`src/rtl/lic_pkg.sv`:
```
`timescale 1ns/1ps
package lic_pkg;
  localparam int NDIR  = 4;
  localparam int NPORT = 5;

  localparam logic [1:0] OP_INVADE  = 2'd0;
  localparam logic [1:0] OP_RETREAT = 2'd1;
  localparam logic [1:0] OP_ACK     = 2'd2;
  localparam logic [1:0] OP_REJECT  = 2'd3;

  localparam logic [1:0] POL_STRAIGHT = 2'd0;
  localparam logic [1:0] POL_RANDOM   = 2'd1;
  localparam logic [1:0] POL_MEANDER  = 2'd2;

  localparam logic [1:0] DIR_N = 2'd0;
  localparam logic [1:0] DIR_S = 2'd2;

  typedef enum logic [2:0] {
    ST_IDLE, ST_DECIDE, ST_WAIT, ST_EXEC, ST_RETREAT
  } state_e;

  // {found, dir}: first free direction clockwise from start
  function automatic logic [2:0] first_free(logic [3:0] free, logic [1:0] start);
    logic [1:0] d;
    for (int i = 0; i < 4; i++) begin
      d = start + i[1:0];
      if (free[d]) return {1'b1, d};
    end
    return 3'b000;
  endfunction
endpackage

```
`src/rtl/lic_lfsr.sv`:
```
`timescale 1ns/1ps
module lic_lfsr #(
  parameter logic [7:0] SEED = 8'hA5
) (
  input  logic       clk_i,
  input  logic       rst_ni,
  output logic [1:0] rnd_o
);
  localparam int W = 8;
  logic [W-1:0] s_q;

  always_ff @(posedge clk_i or negedge rst_ni) begin
    if (!rst_ni) s_q <= SEED;
    else         s_q <= {s_q[W-2:0], s_q[7] ^ s_q[5] ^ s_q[4] ^ s_q[3]};
  end

  assign rnd_o = s_q[1:0];

  assert_lfsr_live_R7: assert property (@(posedge clk_i) disable iff (!rst_ni) s_q != '0);
endmodule

```
`src/rtl/lic_rx_decode.sv`:
```
`timescale 1ns/1ps
module lic_rx_decode import lic_pkg::*; #(
  parameter int COUNT_W = 6,
  localparam int MSG_W = COUNT_W + 7
) (
  input  logic [NPORT-1:0]              rx_valid_i,
  input  logic [NPORT*MSG_W-1:0]        rx_msg_i,
  output logic [NPORT-1:0]              inv_o,
  output logic [NPORT-1:0][1:0]         op_o,
  output logic [NPORT-1:0]              strat_o,
  output logic [NPORT-1:0][1:0]         pol_o,
  output logic [NPORT-1:0][1:0]         head_o,
  output logic [NPORT-1:0][COUNT_W-1:0] cnt_o,
  output logic                          win_valid_o,
  output logic [2:0]                    win_port_o
);
  for (genvar p = 0; p < NPORT; p++) begin : g_port
    logic [MSG_W-1:0] m;
    assign m          = rx_msg_i[p*MSG_W +: MSG_W];
    assign op_o[p]    = m[COUNT_W+5 +: 2];
    assign strat_o[p] = m[COUNT_W+4];
    assign pol_o[p]   = m[COUNT_W+2 +: 2];
    assign head_o[p]  = m[COUNT_W +: 2];
    assign cnt_o[p]   = m[COUNT_W-1:0];
    assign inv_o[p]   = rx_valid_i[p] && (m[COUNT_W+5 +: 2] == OP_INVADE);
  end

  // lowest port index wins
  always_comb begin
    win_valid_o = 1'b0;
    win_port_o  = '0;
    for (int p = NPORT - 1; p >= 0; p--) begin
      if (inv_o[p]) begin
        win_valid_o = 1'b1;
        win_port_o  = p[2:0];
      end
    end
  end
endmodule

```
`src/rtl/lic_nbr_select.sv`:
```
`timescale 1ns/1ps
module lic_nbr_select import lic_pkg::*; (
  input  logic [NDIR-1:0] free_i,
  input  logic [1:0]      policy_i,
  input  logic [1:0]      head_i,
  input  logic [1:0]      rnd_i,
  output logic            found_o,
  output logic [1:0]      dir_o,
  output logic [1:0]      head_o
);
  logic [2:0] cw_head, cw_rnd;
  assign cw_head = first_free(free_i, head_i);
  assign cw_rnd  = first_free(free_i, rnd_i);

  always_comb begin
    {found_o, dir_o} = cw_head;
    head_o = cw_head[1:0];
    unique case (policy_i)
      POL_RANDOM: begin
        {found_o, dir_o} = cw_rnd;
        head_o = cw_rnd[1:0];
      end
      POL_MEANDER: begin
        if (free_i[head_i]) begin
          found_o = 1'b1; dir_o = head_i; head_o = head_i;
        end else if (free_i[DIR_S]) begin
          found_o = 1'b1; dir_o = DIR_S; head_o = head_i ^ 2'd2;
        end else if (free_i[DIR_N]) begin
          found_o = 1'b1; dir_o = DIR_N; head_o = head_i ^ 2'd2;
        end
      end
      default: ;
    endcase
  end

  always_comb begin
    assert_sel_free_R5: assert (!found_o || free_i[dir_o]);
  end
endmodule

```
`src/rtl/lin_invade_ctrl.sv`:
```
`timescale 1ns/1ps
module lin_invade_ctrl import lic_pkg::*; #(
  parameter int         COUNT_W   = 6,
  parameter logic [7:0] LFSR_SEED = 8'hA5,
  localparam int        MSG_W     = COUNT_W + 7
) (
  input  logic                   clk_i,
  input  logic                   rst_ni,
  input  logic                   self_busy_i,
  input  logic [3:0]             nbr_busy_i,
  input  logic [4:0]             rx_valid_i,
  input  logic [5*MSG_W-1:0]     rx_msg_i,
  output logic [4:0]             tx_valid_o,
  output logic [5*MSG_W-1:0]     tx_msg_o,
  output logic                   claimed_o,
  output logic [1:0]             phase_o
);
  logic [NPORT-1:0]              inv_vec;
  logic [NPORT-1:0][1:0]         rx_op, rx_pol, rx_head;
  logic [NPORT-1:0]              rx_strat;
  logic [NPORT-1:0][COUNT_W-1:0] rx_cnt;
  logic                          win_valid;
  logic [2:0]                    win_port;

  lic_rx_decode #(.COUNT_W(COUNT_W)) u_dec (
    .rx_valid_i (rx_valid_i),
    .rx_msg_i   (rx_msg_i),
    .inv_o      (inv_vec),
    .op_o       (rx_op),
    .strat_o    (rx_strat),
    .pol_o      (rx_pol),
    .head_o     (rx_head),
    .cnt_o      (rx_cnt),
    .win_valid_o(win_valid),
    .win_port_o (win_port)
  );

  state_e               state_q, state_d;
  logic [2:0]           parent_q, parent_d;
  logic [1:0]           child_q, child_d;
  logic                 has_child_q, has_child_d;
  logic [1:0]           pol_q, pol_d, head_q, head_d;
  logic [COUNT_W-1:0]   cnt_q, cnt_d;
  logic [NPORT-1:0]              tx_v_q, tx_v_d;
  logic [NPORT-1:0][MSG_W-1:0]   tx_m_q, tx_m_d;

  logic [1:0] rnd;
  lic_lfsr #(.SEED(LFSR_SEED)) u_lfsr (.clk_i(clk_i), .rst_ni(rst_ni), .rnd_o(rnd));

  logic [3:0] parent_mask, free_dirs;
  logic       sel_found;
  logic [1:0] sel_dir, sel_head;
  assign parent_mask = (parent_q < 3'd4) ? (4'b0001 << parent_q[1:0]) : 4'b0000;
  // neighbours invading us this cycle are claimed: never pick them
  assign free_dirs   = ~nbr_busy_i & ~inv_vec[3:0] & ~parent_mask;

  lic_nbr_select u_sel (
    .free_i  (free_dirs),
    .policy_i(pol_q),
    .head_i  (head_q),
    .rnd_i   (rnd),
    .found_o (sel_found),
    .dir_o   (sel_dir),
    .head_o  (sel_head)
  );

  function automatic logic [MSG_W-1:0] mk_msg(logic [1:0] op, logic [1:0] pol,
                                              logic [1:0] head, logic [COUNT_W-1:0] cnt);
    return {op, 1'b0, pol, head, cnt};
  endfunction

  logic cmd_ok, accept;
  assign cmd_ok = !rx_strat[win_port] && (rx_pol[win_port] != 2'd3) && (rx_cnt[win_port] != '0);
  assign accept = (state_q == ST_IDLE) && win_valid && !self_busy_i && cmd_ok;

  always_comb begin
    state_d     = state_q;
    parent_d    = parent_q;
    child_d     = child_q;
    has_child_d = has_child_q;
    pol_d       = pol_q;
    head_d      = head_q;
    cnt_d       = cnt_q;
    tx_v_d      = '0;
    tx_m_d      = '0;

    for (int p = 0; p < NPORT; p++) begin
      if (inv_vec[p] && !(accept && (win_port == p[2:0]))) begin
        tx_v_d[p] = 1'b1;
        tx_m_d[p] = mk_msg(OP_REJECT, 2'd0, 2'd0, '0);
      end
    end

    unique case (state_q)
      ST_IDLE: if (accept) begin
        state_d  = ST_DECIDE;
        parent_d = win_port;
        pol_d    = rx_pol[win_port];
        head_d   = rx_head[win_port];
        cnt_d    = rx_cnt[win_port];
      end
      ST_DECIDE: begin
        if (cnt_q == COUNT_W'(1)) begin
          tx_v_d[parent_q] = 1'b1;
          tx_m_d[parent_q] = mk_msg(OP_ACK, 2'd0, 2'd0, COUNT_W'(1));
          has_child_d      = 1'b0;
          state_d          = ST_EXEC;
        end else if (sel_found) begin
          tx_v_d[sel_dir] = 1'b1;
          tx_m_d[sel_dir] = mk_msg(OP_INVADE, pol_q, sel_head, cnt_q - 1'b1);
          child_d         = sel_dir;
          has_child_d     = 1'b1;
          state_d         = ST_WAIT;
        end else begin
          tx_v_d[parent_q] = 1'b1;
          tx_m_d[parent_q] = mk_msg(OP_REJECT, 2'd0, 2'd0, '0);
          has_child_d      = 1'b0;
          state_d          = ST_IDLE;
        end
      end
      ST_WAIT: if (rx_valid_i[{1'b0, child_q}]) begin
        if (rx_op[{1'b0, child_q}] == OP_ACK) begin
          tx_v_d[parent_q] = 1'b1;
          tx_m_d[parent_q] = mk_msg(OP_ACK, 2'd0, 2'd0, rx_cnt[{1'b0, child_q}] + 1'b1);
          state_d          = ST_EXEC;
        end else if (rx_op[{1'b0, child_q}] == OP_REJECT) begin
          tx_v_d[parent_q] = 1'b1;
          tx_m_d[parent_q] = mk_msg(OP_REJECT, 2'd0, 2'd0, '0);
          has_child_d      = 1'b0;
          state_d          = ST_IDLE;
        end
      end
      ST_EXEC: if (rx_valid_i[parent_q] && rx_op[parent_q] == OP_RETREAT) state_d = ST_RETREAT;
      ST_RETREAT: begin
        if (has_child_q) begin
          tx_v_d[child_q] = 1'b1;
          tx_m_d[child_q] = mk_msg(OP_RETREAT, 2'd0, 2'd0, '0);
        end
        has_child_d = 1'b0;
        state_d     = ST_IDLE;
      end
      default: state_d = ST_IDLE;
    endcase
  end

  always_ff @(posedge clk_i or negedge rst_ni) begin
    if (!rst_ni) begin
      state_q     <= ST_IDLE;
      parent_q    <= '0;
      child_q     <= '0;
      has_child_q <= 1'b0;
      pol_q       <= '0;
      head_q      <= '0;
      cnt_q       <= '0;
      tx_v_q      <= '0;
      tx_m_q      <= '0;
    end else begin
      state_q     <= state_d;
      parent_q    <= parent_d;
      child_q     <= child_d;
      has_child_q <= has_child_d;
      pol_q       <= pol_d;
      head_q      <= head_d;
      cnt_q       <= cnt_d;
      tx_v_q      <= tx_v_d;
      tx_m_q      <= tx_m_d;
    end
  end

  for (genvar p = 0; p < NPORT; p++) begin : g_tx
    assign tx_msg_o[p*MSG_W +: MSG_W] = tx_m_q[p];
  end
  assign tx_valid_o = tx_v_q;
  assign claimed_o  = (state_q != ST_IDLE);
  always_comb begin
    unique case (state_q)
      ST_IDLE:            phase_o = 2'd0;
      ST_DECIDE, ST_WAIT: phase_o = 2'd1;
      ST_EXEC:            phase_o = 2'd2;
      default:            phase_o = 2'd3;
    endcase
  end

  // checks
  logic [3:0] fwd_inv;
  for (genvar d = 0; d < NDIR; d++) begin : g_chk
    assign fwd_inv[d] = tx_valid_o[d] && (tx_msg_o[d*MSG_W+COUNT_W+5 +: 2] == OP_INVADE);
    assert_fwd_free_R3: assert property (@(posedge clk_i) disable iff (!rst_ni)
      fwd_inv[d] |-> $past(!nbr_busy_i[d]));
  end

  assert_one_fwd_R3: assert property (@(posedge clk_i) disable iff (!rst_ni)
    $countones(fwd_inv) <= 1);
  assert_claim_cause_R9: assert property (@(posedge clk_i) disable iff (!rst_ni)
    $rose(claimed_o) |-> ($past(|rx_valid_i) && !$past(self_busy_i)));
  assert_retreat_done_R12: assert property (@(posedge clk_i) disable iff (!rst_ni)
    (phase_o == 2'd3) |=> (phase_o == 2'd0));
  assert_no_tx_idle_R2: assert property (@(posedge clk_i) disable iff (!rst_ni)
    ($past(phase_o) == 2'd0 && $past(rx_valid_i) == '0) |-> (tx_valid_o == '0));
endmodule

```
`config.mk`:
```
export PLATFORM = sky130hd
export DESIGN_NAME = lin_invade_ctrl
export DESIGN_NICKNAME = d
export VERILOG_FILES = /design/src/rtl/lic_pkg.sv /design/src/rtl/lic_lfsr.sv /design/src/rtl/lic_rx_decode.sv /design/src/rtl/lic_nbr_select.sv /design/src/rtl/lin_invade_ctrl.sv
export SDC_FILE = /design/constraint.sdc
export NUM_CORES = 1
export LEC_CHECK = 0
export ABC_AREA = 0
export BUFFER_PORTS_ARGS = -buffer_cell sky130_fd_sc_hd__buf_2
export CAP_MARGIN = 20
export CORE_ASPECT_RATIO = 1.25
export CORE_UTILIZATION = 30
export DETAILED_ROUTE_END_ITERATION = 8
export HOLD_SLACK_MARGIN = 0.02
export PLACE_DENSITY = 0.63
export SYNTH_ARGS = -nofsm -noshare
export SYNTH_HDL_FRONTEND = slang
export SYNTH_SLANG_ARGS = --single-unit
```
`constraint.sdc`:
```
create_clock -name clk_i -period 2.4 [get_ports clk_i]
set_input_delay 0.48 -clock clk_i [delete_from_list [all_inputs] [get_ports clk_i]]
set_output_delay 0.48 -clock clk_i [all_outputs]
set_load 0.02 [all_outputs]
```
* Word level (Yosys, flattened, before mapping)
Index checks and enable logic that the tools add are counted.
Storage, ports and cells: register bits 97, input port bits 77, output and inout port bits 73, word-level logic and storage cells 279
Cells by class: add/subtract/negate cells 8, order comparisons 17, equal/unequal tests 21, shift-type cells 1, muxes and demuxes 150, bitwise logic cells 22, reduce and logical (&&, ||, !) cells 46
Operators with widths (number):
- 65-bit 2-to-1 mux | 6
- 65-bit case mux with 3 select lines | 1
- 65-bit bitwise mux | 2
- 55-bit AND | 2
- 55-bit NOT | 2
- 13-bit 2-to-1 mux | 8
- 3-bit 2-to-1 mux | 26
- 60-bit AND | 1
- 48-bit NOT with 60-bit output | 1
- 1-bit 2-to-1 mux | 56
- 13-bit demux with 2-bit select | 2
- 13-bit demux with 3-bit select | 1
- 5-bit 2-to-1 mux | 6
- 1-bit logical AND | 24
- 2-bit by 3-bit < comparator with 1-bit output (second input constant) | 8
- 2-bit 2-to-1 mux | 12
- 10-bit bitwise OR | 2
- 1-bit binary-select mux with 2-bit select | 9
- 2-bit binary-select mux with 3-bit select | 3
- 6-bit binary-select mux with 3-bit select | 1
- 5-bit by 4-bit bitwise OR with 5-bit output | 3
- 5-bit case mux with 3 select lines | 1
- 6-bit binary-select mux with 2-bit select | 1
- 3-bit by 2-bit == test with 1-bit output (second input constant) | 4
- other kinds (42) | 83

* Depth between registers and ports, before layout
word-level depth 27, depth in mapped cells 12, gate-level depth less buffers 9

* Modules after synthesis
Synthesis repeated with hierarchy kept, for this count alone.
Second synthesis, totals: cell total of the unflattened synthesis 614, area, all modules 5800.6 µm²
Modules (own cells, without submodules):
- lin_invade_ctrl | times used 1, cells each 460, area an instance 4556.9 µm², sequential area each 1976.9 µm²
- lic_rx_decode | times used 1, cells each 77, area an instance 608.1 µm², sequential area each 0.0 µm²
- lic_nbr_select | times used 1, cells each 64, area an instance 389.1 µm², sequential area each 0.0 µm²
- lic_lfsr | times used 1, cells each 13, area an instance 246.5 µm², sequential area each 205.2 µm²

* Least setup slack after synthesis
OpenSTA, ideal clock, no wires.
path type input -> register, start point in rx_msg_i[11], end point reg parent_q[0], data arrival time 2.415 ns, data required time 2.272 ns, path slack -0.143 ns, stages 10, cells stage by stage or3b_1 > buf_2 > nand2_2 > buf_2 > a21oi_1 > o32ai_1 > nand2_1 > o21ai_2 > buf_6 > mux2_1
Between the ends: cells in the longest elaborated chain, start to end 10, elaborated cells on any way between the ends 19, those cells by class 1 x eq/ne; 8 x mux; 10 x reduce/logical
Ends and longest elaborated chain:
- from (decl) | RTL line lin_invade_ctrl.sv:12 | input logic [5*MSG_W-1:0] rx_msg_i,
- 2-bit logical NOT * | RTL line lic_rx_decode.sv:25 | assign inv_o[p] = rx_valid_i[p] && (m[COUNT_W+5 +: 2] == OP_INVADE);
- 1-bit logical AND * | RTL line lic_rx_decode.sv:25
- 3-bit 2-to-1 mux | RTL line lic_rx_decode.sv:33 | if (inv_o[p]) begin
- 2-bit binary-select mux with 3-bit select / 1-bit binary-select mux with 3-bit select (equally long branches) | RTL line lin_invade_ctrl.sv:73 | assign cmd_ok = !rx_strat[win_port] && (rx_pol[win_port] != 2'd3) && (rx_cnt[win_port] != '0);
- 2-bit 2-to-1 mux (not written as such) / 1-bit 2-to-1 mux (equally long branches) | RTL line lin_invade_ctrl.sv:73
- 2-bit inequality test / 1-bit logical NOT (equally long branches) | RTL line lin_invade_ctrl.sv:73
- 1-bit logical AND (2 in series) | RTL line lin_invade_ctrl.sv:73
- 1-bit logical AND | RTL line lin_invade_ctrl.sv:74 | assign accept = (state_q == ST_IDLE) && win_valid && !self_busy_i && cmd_ok;
- 2-bit AND reduction (no source line)
- to (signal assigned) | RTL line lin_invade_ctrl.sv:159 | parent_q <= parent_d;
- to (decl) | RTL line lin_invade_ctrl.sv:39 | logic [2:0] parent_q, parent_d;
Mark *: on every way between the ends. The rest lies on a longest branch, timed or not. The select of a mux whose other input is x is not followed. A chain may end at the register's enable or synchronous reset.

* Worst setup path in the final report
start point reg parent_q[1], end point reg tx_v_q[3], in the netlist tx_valid_o[3]
Between the ends: cells in the longest elaborated chain, start to end 26, elaborated cells on any way between the ends 85, those cells by class 5 x order compare; 1 x shift; 73 x mux; 4 x bitwise; 2 x reduce/logical
Ends and longest elaborated chain:
- 3-bit < comparator / 1-bit by 2-bit left shift with 4-bit output (equally long branches) | RTL line lin_invade_ctrl.sv:53 | assign parent_mask = (parent_q < 3'd4) ? (4'b0001 << parent_q[1:0]) : 4'b0000;
- 4-bit 2-to-1 mux | RTL line lin_invade_ctrl.sv:53
- 4-bit NOT | RTL line lin_invade_ctrl.sv:55 | assign free_dirs = ~nbr_busy_i & ~inv_vec[3:0] & ~parent_mask;
- 4-bit AND | RTL line lin_invade_ctrl.sv:55
- 1-bit binary-select mux with 2-bit select | RTL line lic_pkg.sv:27, lic_nbr_select.sv:24
- 1-bit 2-to-1 mux (not written as such) | RTL line lic_pkg.sv:27, lic_nbr_select.sv:24
- 1-bit 2-to-1 mux (4 in series) | RTL line lic_pkg.sv:27 | if (free[d]) return {1'b1, d};
- 1-bit 2-to-1 mux (3 in series) | RTL line lic_pkg.sv:25 | for (int i = 0; i < 4; i++) begin
- [6 not listed]
- 1-bit logical AND (not written as such) | RTL line lin_invade_ctrl.sv:109 | tx_v_d[sel_dir] = 1'b1;
- 1-bit 2-to-1 mux (not written as such) | RTL line lin_invade_ctrl.sv:109
- 1-bit demux with 2-bit select | RTL line lin_invade_ctrl.sv:109
- 5-bit by 4-bit bitwise OR with 5-bit output (no source line)
- 5-bit 2-to-1 mux | RTL line lin_invade_ctrl.sv:108 | end else if (sel_found) begin
- 5-bit 2-to-1 mux | RTL line lin_invade_ctrl.sv:103 | if (cnt_q == COUNT_W'(1)) begin
- 5-bit case mux with 3 select lines * | RTL line lin_invade_ctrl.sv:94 | unique case (state_q)
- named net tx_v_d[3] | RTL line lin_invade_ctrl.sv:44 | logic [NPORT-1:0] tx_v_q, tx_v_d;
- to (signal assigned) | RTL line lin_invade_ctrl.sv:165 | tx_v_q <= tx_v_d;
- to (decl) | RTL line lin_invade_ctrl.sv:44
Mark *: on every way through the listed nets, which the timed path passes. The rest lies on a longest branch. The select of a mux whose other input is x is not followed.

==> run summary <==
vias in the first global route = 5829
area of the mapped netlist = 5400 um2
First-pass DRT Iterations = 4
Sinks on Clock Net = 87
worst-path maximum fanout = 7
Clock Latency Late Sink = 0.35 ns
WL/cell = 18.6 um
most frequent cells in the layout = 136 x buf_2, 135 x buf_4, 81 x dfrtp_1
crit-path leading delay family = simple AND/OR/NAND/NOR gates
CP required = 2.63 ns
Max Transition Viols Final = 0
fill cell count = 1623
Post-DP HPWL = 15600 um
Final GP Congestion = 0.978
max cap viols = 0
row count = 54
Clock Path Buffers = 2
peak supply drop = 0.548 mV
Area growth syn-to-layout = 59.0%
met3 Usage GRT = 0.0394
DRC Markers = 0
H-tree levels = 3
Die X = 122 um
failing checks = setup timing
met1 Use GR = 0.275
WHS = 0.0807 ns
die area = 18600 um2
CTS clk-pin slew, worst paths = 0.07 ns
detail-routed via count per cell = 5.32
synth unique cells = 82
fin cells = 1094
Main synth FF type = dfrtp_1
CTS tree = done
status = finished, violations left
Avg Synthesized Cell Area = 9.19 um2
largest net degree at the start of global routing = 39
Hold-fix buffers, CTS = 0
Detail Route Antenna Nets = 0
CP Capture Type = flip-flop
asr flop ratio synth = 1.00
total global-route track usage = 0.219
setup TNS = -0.882 ns
drt first-iter violations = 407
share of cells above drive strength 1 = 0.539
Crit path largest cell delay = 0.45 ns
synth warn = 0
Die H = 152 um
Design Area, Final = 8590 um2
Starting Density = 0.308
I/O Buffers = 140
Max Clk Rate = 0.393 GHz
wire length of the first global-routing pass = 31300 um
startpoint types = flip-flop
Seq cells post-synth = 87
final worst path period need = 2.55 ns
RSZ-0062 raised after global routing = true
slack of the critical path = -0.145 ns
core area = 17600 um2
Syn Inst Count = 588
P_leak = 3.98 nW
Hold Path Class = in -> async
final hold violations = 0
final worst-path cycle share = 1.06
Max-slew headroom = 0.603
Slew @ Worst Pin = 0.594 ns
Setup WS pre-CTS = -0.580 ns
Layout Utilization = 0.489
total CTS buffers = 9
pwr dens = 1150 nW/um2
Cell Chain, Critical Path = nor3b_4 -> or3_4 -> or3_1 -> a211o_1 -> o211ai_4 -> nand2b_4 -> o21a_1 -> o2111ai_2
register area share after synthesis = 0.404
worst path bufs/invs = 0
Nets = 946
placed insts = 1042
CTS root buffer = clkbuf_16
slowest library cell on the worst path = dfrtp_2
grt ovf = 0
GR peak layer = met2
detailed-route via count = 5824
final wirelength = 20400 um
critical path arrival = 2.77 ns
crit path kind = reg -> reg
clock skew = 0.0118 ns
placed instance area = 7190 um2
overall power = 9.89 mW
M2 GR Usage = 0.354
boundary pin count = 150
most common cell after layout, fill and taps aside = buf_2
Post-synth EDFFs = 0
initial antenna violation count = 2
final-report setup violation count = 24
==> state kept, by name (all words and copies together), names as in the netlist <==
signal,count
pol_q,2
cnt_q,6
head_q,2
child_q,2
has_child_q,1
tx_msg_o,56
tx_valid_o,4
state_q,3
parent_q,3
u_lfsr.s_q,8
==> kinds of logic after synthesis <==
| family | count (synthesis) | share of synthesized area |
|---|---|---|
| simple gates | 222 | 0.214 |
| flops | 87 | 0.404 |
| mux | 18 | 0.0549 |
| buf+inv | 65 | 0.0646 |
| fa+ha+maj | 5 | 0.0116 |
| xor+xnor | 11 | 0.0178 |
| other cells | 1 | 0.000694 |
| compound gates | 179 | 0.233 |
==> power breakdown <==
part / switching, mW / total (mW) / internal (mW)
Sequential: 0.233 / 1.99 / 1.76
Combinational: 3.49 / 6.31 / 2.82
Clock: 0.627 / 1.59 / 0.959
==> cell type report <==
class	count	area (um2)	share of cell area
inverter	11	41.3	0.00481
clock buffer	10	239	0.0278
clock inverter	6	97.6	0.0114
sequential	87	2180	0.254
tap	224	280	0.0326
timing repair buffer	310	2190	0.255
multi-input combinational	445	3550	0.414
antenna	1	2.50	0.000291
==> what timing repair did <==
item,CTS,global route
setup endpoints to repair,62,65
cloned,1,1
gates resized for setup,69,98
pin swaps,25,23
setup buffers,17,17
==> worst paths after layout <==
| check | startpoint | to | slack [ns] | depth (start not counted) |
|---|---|---|---|---|
| max reg2reg | parent_q[1] | tx_valid_o[3] | -0.15 | 8 |
| min in group clk_i | u_lfsr.s_q[6] | u_lfsr.s_q[7] | 0.35 | 0 |
| min | rst_ni | u_lfsr.s_q[1] | 0.08 | 1 |
| min reg2reg | u_lfsr.s_q[6] | u_lfsr.s_q[7] | 0.35 | 0 |
| max | parent_q[1] | tx_valid_o[3] | -0.15 | 8 |
| max in group asynchronous | rst_ni | u_lfsr.s_q[5] | 1.67 | 2 |
==> layer usage <==
layer  share of wire  vias to the layer above
met5               0                        -
met4           0.042                        0
met3           0.067                       61
met2            0.48                      296
met1            0.41                     2757
li1                -                     2710
==> Yosys cell counts, types with 5 or more instances <==
master     n  share of area
nor2_1    56          0.039
xnor2_1    5         0.0081
nand2_1   59          0.041
nand3_1   19          0.018
dfrtp_1   83           0.38
ha_1       5          0.012
a31oi_1    6         0.0069
xor2_1     6         0.0097
o21ai_0   22          0.020
mux2i_1    6          0.011
clkbuf_1  18          0.013
inv_1     11         0.0076
buf_2     18          0.017
or3_1     12          0.014
o211ai_1  11          0.015
a211o_1    5         0.0081
o31ai_1   10          0.014
nor2b_1    6         0.0069
nor3_1    16          0.015
o22ai_1   25          0.029
a21oi_1   36          0.033
and2_1     7         0.0081
buf_4     12          0.017
nor4_1     5         0.0058
mux4_2     9          0.038
o21ai_1   14          0.013
nand2b_1   6         0.0069
buf_6      5          0.010
No activity file was read; power rests on OpenSTA's default activity.
